File: src/rtl/sram_cyc_pkg.sv
package sram_cyc_pkg;
    typedef enum logic [2:0] {
        CYC_DESEL  = 3'd0,
        CYC_RD_BEG = 3'd1,
        CYC_WR_BEG = 3'd2,
        CYC_CONT   = 3'd3,
        CYC_SUSP   = 3'd4,
        CYC_NOP    = 3'd5
    } cyc_kind_e;

    typedef enum logic {
        ST_IDLE  = 1'b0,
        ST_BURST = 1'b1
    } dec_state_e;
endpackage

File: src/rtl/cyc_classify.sv
module cyc_classify
    import sram_cyc_pkg::*;
#(
    parameter int LANES = 4
) (
    input  logic             en_n,
    input  logic             sel_hi,
    input  logic             sel_lo_n,
    input  logic             pstrb_n,
    input  logic             cstrb_n,
    input  logic             adv_n,
    input  logic             gwr_n,
    input  logic             bwr_n,
    input  logic [LANES-1:0] lane_n,
    input  logic             burst_live,
    output cyc_kind_e        kind
);
    logic selected;
    logic any_lane;
    logic wants_write;

    assign selected    = !en_n && sel_hi && !sel_lo_n;
    assign any_lane    = !(&lane_n);
    assign wants_write = !gwr_n || (!bwr_n && any_lane);

    always_comb begin
        if (en_n && !cstrb_n) begin
            kind = CYC_DESEL;
        end else if (!en_n && (!pstrb_n || !cstrb_n) && !selected) begin
            kind = CYC_DESEL;
        end else if (!en_n && !pstrb_n) begin
            kind = CYC_RD_BEG;
        end else if (!cstrb_n) begin
            kind = wants_write ? CYC_WR_BEG : CYC_RD_BEG;
        end else if (!burst_live) begin
            kind = CYC_NOP;
        end else begin
            kind = adv_n ? CYC_SUSP : CYC_CONT;
        end
    end
endmodule

File: src/rtl/lane_wr_gen.sv
module lane_wr_gen
    import sram_cyc_pkg::*;
#(
    parameter int LANES = 4
) (
    input  cyc_kind_e        kind,
    input  logic             gwr_n,
    input  logic             bwr_n,
    input  logic [LANES-1:0] lane_n,
    output logic [LANES-1:0] wr
);
    logic write_slot;

    assign write_slot = (kind == CYC_WR_BEG) || (kind == CYC_CONT) || (kind == CYC_SUSP);

    for (genvar i = 0; i < LANES; i++) begin : g_lane
        assign wr[i] = write_slot && (!gwr_n || (!bwr_n && !lane_n[i]));
    end
endmodule

File: src/rtl/sram_cycle_decoder.sv
module sram_cycle_decoder
    import sram_cyc_pkg::*;
#(
    parameter int LANES = 4
) (
    input  logic             clk,
    input  logic             rst_n,
    input  logic             en_n,
    input  logic             sel_hi,
    input  logic             sel_lo_n,
    input  logic             pstrb_n,
    input  logic             cstrb_n,
    input  logic             adv_n,
    input  logic             gwr_n,
    input  logic             bwr_n,
    input  logic [LANES-1:0] lane_n,
    output logic [2:0]       cyc_kind,
    output logic             load_addr,
    output logic             advance,
    output logic [LANES-1:0] lane_wr,
    output logic             chip_active
);
    dec_state_e       state_q;
    dec_state_e       state_d;
    cyc_kind_e        kind_now;
    logic [LANES-1:0] wr_now;

    cyc_classify #(.LANES(LANES)) u_classify (
        .en_n       (en_n),
        .sel_hi     (sel_hi),
        .sel_lo_n   (sel_lo_n),
        .pstrb_n    (pstrb_n),
        .cstrb_n    (cstrb_n),
        .adv_n      (adv_n),
        .gwr_n      (gwr_n),
        .bwr_n      (bwr_n),
        .lane_n     (lane_n),
        .burst_live (state_q == ST_BURST),
        .kind       (kind_now)
    );

    lane_wr_gen #(.LANES(LANES)) u_lanes (
        .kind   (kind_now),
        .gwr_n  (gwr_n),
        .bwr_n  (bwr_n),
        .lane_n (lane_n),
        .wr     (wr_now)
    );

    always_comb begin
        state_d = state_q;
        unique case (state_q)
            ST_IDLE: begin
                if (kind_now == CYC_RD_BEG || kind_now == CYC_WR_BEG) state_d = ST_BURST;
            end
            ST_BURST: begin
                if (kind_now == CYC_DESEL) state_d = ST_IDLE;
            end
            default: state_d = ST_IDLE;
        endcase
    end

    always_ff @(posedge clk) begin
        if (!rst_n) state_q <= ST_IDLE;
        else        state_q <= state_d;
    end

    always_ff @(posedge clk) begin
        if (!rst_n) begin
            cyc_kind  <= CYC_DESEL;
            load_addr <= 1'b0;
            advance   <= 1'b0;
            lane_wr   <= '0;
        end else begin
            cyc_kind  <= kind_now;
            load_addr <= (kind_now == CYC_RD_BEG) || (kind_now == CYC_WR_BEG);
            advance   <= (kind_now == CYC_CONT);
            lane_wr   <= wr_now;
        end
    end

    assign chip_active = (state_q == ST_BURST);

    // a read begin never strobes a lane
    p_rd_no_write_r3: assert property (@(posedge clk) disable iff (!rst_n)
        (cyc_kind == CYC_RD_BEG) |-> (lane_wr == '0));

    // a no-op issues nothing and leaves the chip inactive
    p_nop_quiet_r9: assert property (@(posedge clk) disable iff (!rst_n)
        (cyc_kind == CYC_NOP) |-> (lane_wr == '0 && !advance && !load_addr && !chip_active));

    // global write strobes every lane in any write-capable cycle
    p_gw_all_r6: assert property (@(posedge clk) disable iff (!rst_n)
        (!$past(gwr_n) && (cyc_kind == CYC_WR_BEG || cyc_kind == CYC_CONT || cyc_kind == CYC_SUSP))
        |-> (&lane_wr));

    // load and advance never pulse together
    p_pulse_excl_r2: assert property (@(posedge clk) disable iff (!rst_n)
        $onehot0({load_addr, advance}));

    // deselect clears the active flag, a begin sets it
    p_desel_inactive_r10: assert property (@(posedge clk) disable iff (!rst_n)
        (cyc_kind == CYC_DESEL) |-> !chip_active);

    p_begin_active_r10: assert property (@(posedge clk) disable iff (!rst_n)
        load_addr |-> chip_active);
endmodule

File: config.mk
export PLATFORM = sky130hd
export DESIGN_NAME = sram_cycle_decoder
export DESIGN_NICKNAME = d
export VERILOG_FILES = /design/src/rtl/sram_cyc_pkg.sv /design/src/rtl/cyc_classify.sv /design/src/rtl/lane_wr_gen.sv /design/src/rtl/sram_cycle_decoder.sv
export SDC_FILE = /design/constraint.sdc
export NUM_CORES = 1
export LEC_CHECK = 0
export BUFFER_PORTS_ARGS = -buffer_cell sky130_fd_sc_hd__clkbuf_2
export CORE_AREA = 2 2 39 41
export CTS_BUF_LIST = sky130_fd_sc_hd__clkbuf_16
export CTS_CLUSTER_DIAMETER = 150
export DETAILED_ROUTE_END_ITERATION = 16
export DIE_AREA = 0 0 41 43
export PLACE_DENSITY = 0.67
export SKIP_LAST_GASP = 1
export SLEW_MARGIN = 20
export SYNTH_ARGS = -nofsm -noshare
export SYNTH_HDL_FRONTEND = slang
export SYNTH_SLANG_ARGS = --single-unit
File: constraint.sdc
create_clock -name clk -period 0.9 [get_ports clk]
set_input_delay 0.045 -clock clk [delete_from_list [all_inputs] [get_ports clk]]
set_output_delay 0.045 -clock clk [all_outputs]
set_load 0.02 [all_outputs]
==> impl_metrics.yaml <==
sta:
  rsz0062_at_grt: "true"
  finalCriticalPeriod_ns: 0.897
  max_freq_mhz: 1110
  final-hold-violation-count: 0
  holdWs_ns: 0.104
  setup_violations: 0
  slew_viol_final: 0
  finalCritPeriodShare_pct: 99.7
  max_slew_margin_pct: 80.3
  timing_worst_slew_pin_value_ns: 0.295
  fin_ws_ns: 0.00290
  fin_skew_ns: 0.00340
worst_setup_path:
  worst_ep_required_time_ns: 1.02
  critPathKind: "reg -> reg"
  crit_arrival_ns: 1.01
  setup.worst_path.start_class: "flop"
  end_kind: "flop"
  crit_fanout: 3
logic_synthesis:
  synth_top_area_share_pct: 53.0
  yosysTopAreaCell: "dfxtp_1"
  yosys-top-cells-count: "10 x dfxtp_1, 8 x a21oi_1, 4 x o21a_1"
  ys_types: 15
  synth_area_leaders: "dfxtp_1 53%, a21oi_1 11%, o21a_1 7.9%, nor2b_4 3.6%, nor3b_2 3.3%"
  synthArstFlopShare_pct: 0
  ys.flop_type: "dfxtp_1"
  syn_area_um2: 378
  synth_seq_area_share_pct: 53.0
  synth_edf_count: 0
  ys_ff_latch: 10
  postSynthCellCount: 38
  yosysMostFrequentCell: "dfxtp_1"
  avgSynthCellArea_um2: 9.94
  yosys_warnings: 0
  syn_nets: 52
detailed_routing:
  wl_met2_um: 445
  wl_met3_um: 42
  wl_met1_um: 366
  ant_nets: 0
  route.detailed.drc: 0
  drt-pass1-iter-count: 4
  top_layer: "met4"
  avgRoutedWirePerCell_um: 10.7
  vias: 387
  routed_wirelength_um: 884
  dr.first_iter.drc_count: 5
  viasPerCell: 4.66
clocking:
  cts_root_buffer: "clkbuf_16"
  cts_tree: "done"
  cts.path.max_buffers: 2
  cts_buffers: 3
  clkLatencyLatePin_ns: 0.24
  clock-sinks: 10
  path_clk_slew_ns: 0.04
  htree_levels: 1
cells_and_area:
  fill_cells: 123
  final_cell_count_no_fill: 83
  fin_area_um2: 666
  multi_input_area_um2: 219
  area.growth.synth_to_final_pct: 76.2
  fin_nets: 82
  diodes: 0
  drive_above_1_share_pct: 59.7
  seqCellArea_um2: 204
global_routing:
  first_global_vias: 360
  grt_pass1_wl_mm: 1.41
  grt_max_degree: 7
  grtUsageTotal_pct: 12.0
  antenna_found_initial: 0
  grt-ovfl-total: 0
floorplan:
  die-width_um: 41
  row_count: 14
  die_h_um: 43
  dieArea_um2: 1760
  ioPinCount: 24
  start_util_pct: 27.3
  coreArea_um2: 1380
placement:
  dp.cells: 78
  placed_cell_area_um2: 528
  place_congestion: 0.764
  dp_hpwl_um: 694
  pre_cts_slack_ns: -0.0443
  port_buffers: 23
worst_hold_path:
  holdCritPathClass: "in -> reg"
pwr:
  p_total_uw: 1440
  leakage_uw: 0.000314
  power_density_nw_per_um2: 2170
  ir_drop_v: 0.000696
outcome:
  run_status: "completed"
run:
  cap_viol_max_count: 0
==> where the power goes <==
group          total [uW]  switching, uW  internal (uW)  leakage [uW]
logic                 185            103           81.8      0.000189
registers             474           7.65            466     0.0000826
clock network         785            203            582     0.0000423
total                1440            314           1130      0.000314
==> state kept, by name, summed over array words and instances, names as in the netlist <==
register and cells:
chip_active 1, cyc_kind 3, advance 1, load_addr 1, lane_wr 4
==> cell type report <==
type | count | share of cell area, %
multi-input combinational | 26 | 32.9
sequential | 10 | 30.6
timing repair buffer | 25 | 20.5
clock buffer | 3 | 11.3
tap | 16 | 3.01
inverter | 2 | 1.13
clock inverter | 1 | 0.564
==> worst max-delay path, cell delays in order, from the launching register on <==
cell	delay (ns)
dfxtp_4	0.36
buf_4	0.12
nand2_1	0.06
a21oi_2	0.16
a21oi_1	0.08
==> path summary, 6_finish.rpt <==
check | start | to | slack [ns] | cells after the start
setup / recovery | chip_active | cyc_kind[0] | 0.003 | 4
hold / removal | lane_n[1] | lane_wr[1] | 0.10 | 3
setup reg to reg | chip_active | cyc_kind[0] | 0.003 | 4
hold reg to reg | chip_active | cyc_kind[2] | 0.59 | 2
==> metal layers <==
metal	track usage (%)	up-vias
met5	0	-
met4	12.0	0
met3	1.57	4
met2	18.1	15
met1	13.1	172
li1	-	196
==> placed cells by master (no fill, tap or decap), types with 2 or more instances in the layout <==
| master | netlist | final |
|---|---|---|
| a21oi_1 | 8 | 2 |
| o21ai_1 | 2 | 2 |
| clkbuf_2 | 0 | 22 |
| dfxtp_1 | 10 | 9 |
| a21oi_2 | 0 | 5 |
| buf_4 | 0 | 2 |
| inv_1 | 2 | 3 |
| clkbuf_16 | 0 | 3 |
| o21a_1 | 4 | 4 |
| nor2_1 | 3 | 2 |
==> through the flow <==
| stage | setup TNS (ns) | utilization (%) |
|---|---|---|
| after floorplan | 0 | - |
| after global placement | -0.00420 | 38.2 |
| after detailed placement | -0.121 | 38.2 |
| after CTS | -0.192 | 44.9 |
| after global routing | -0.261 | 48.1 |
| final | 0 | 48.1 |
==> timing repair <==
item | in CTS | in global routing
buffers inserted | 1 | 0
pin swaps | 5 | 8
cloned | 0 | 0
hold buffers | 0 | 0
gates resized for setup | 1 | 12
endpoints found under the setup margin | 5 | 7
==> logic make-up (layout without fill, tap and decap cells) <==
| family | count (synthesis) | after routing | synth area share (%) |
|---|---|---|---|
| and+or+nand+nor | 10 | 10 | 17.9 |
| buffers and inverters | 2 | 31 | 1.99 |
| AOI/OAI and AO/OA | 16 | 16 | 27.2 |
| DFF | 10 | 10 | 53.0 |
No activity file was read; power rests on OpenSTA's default activity.
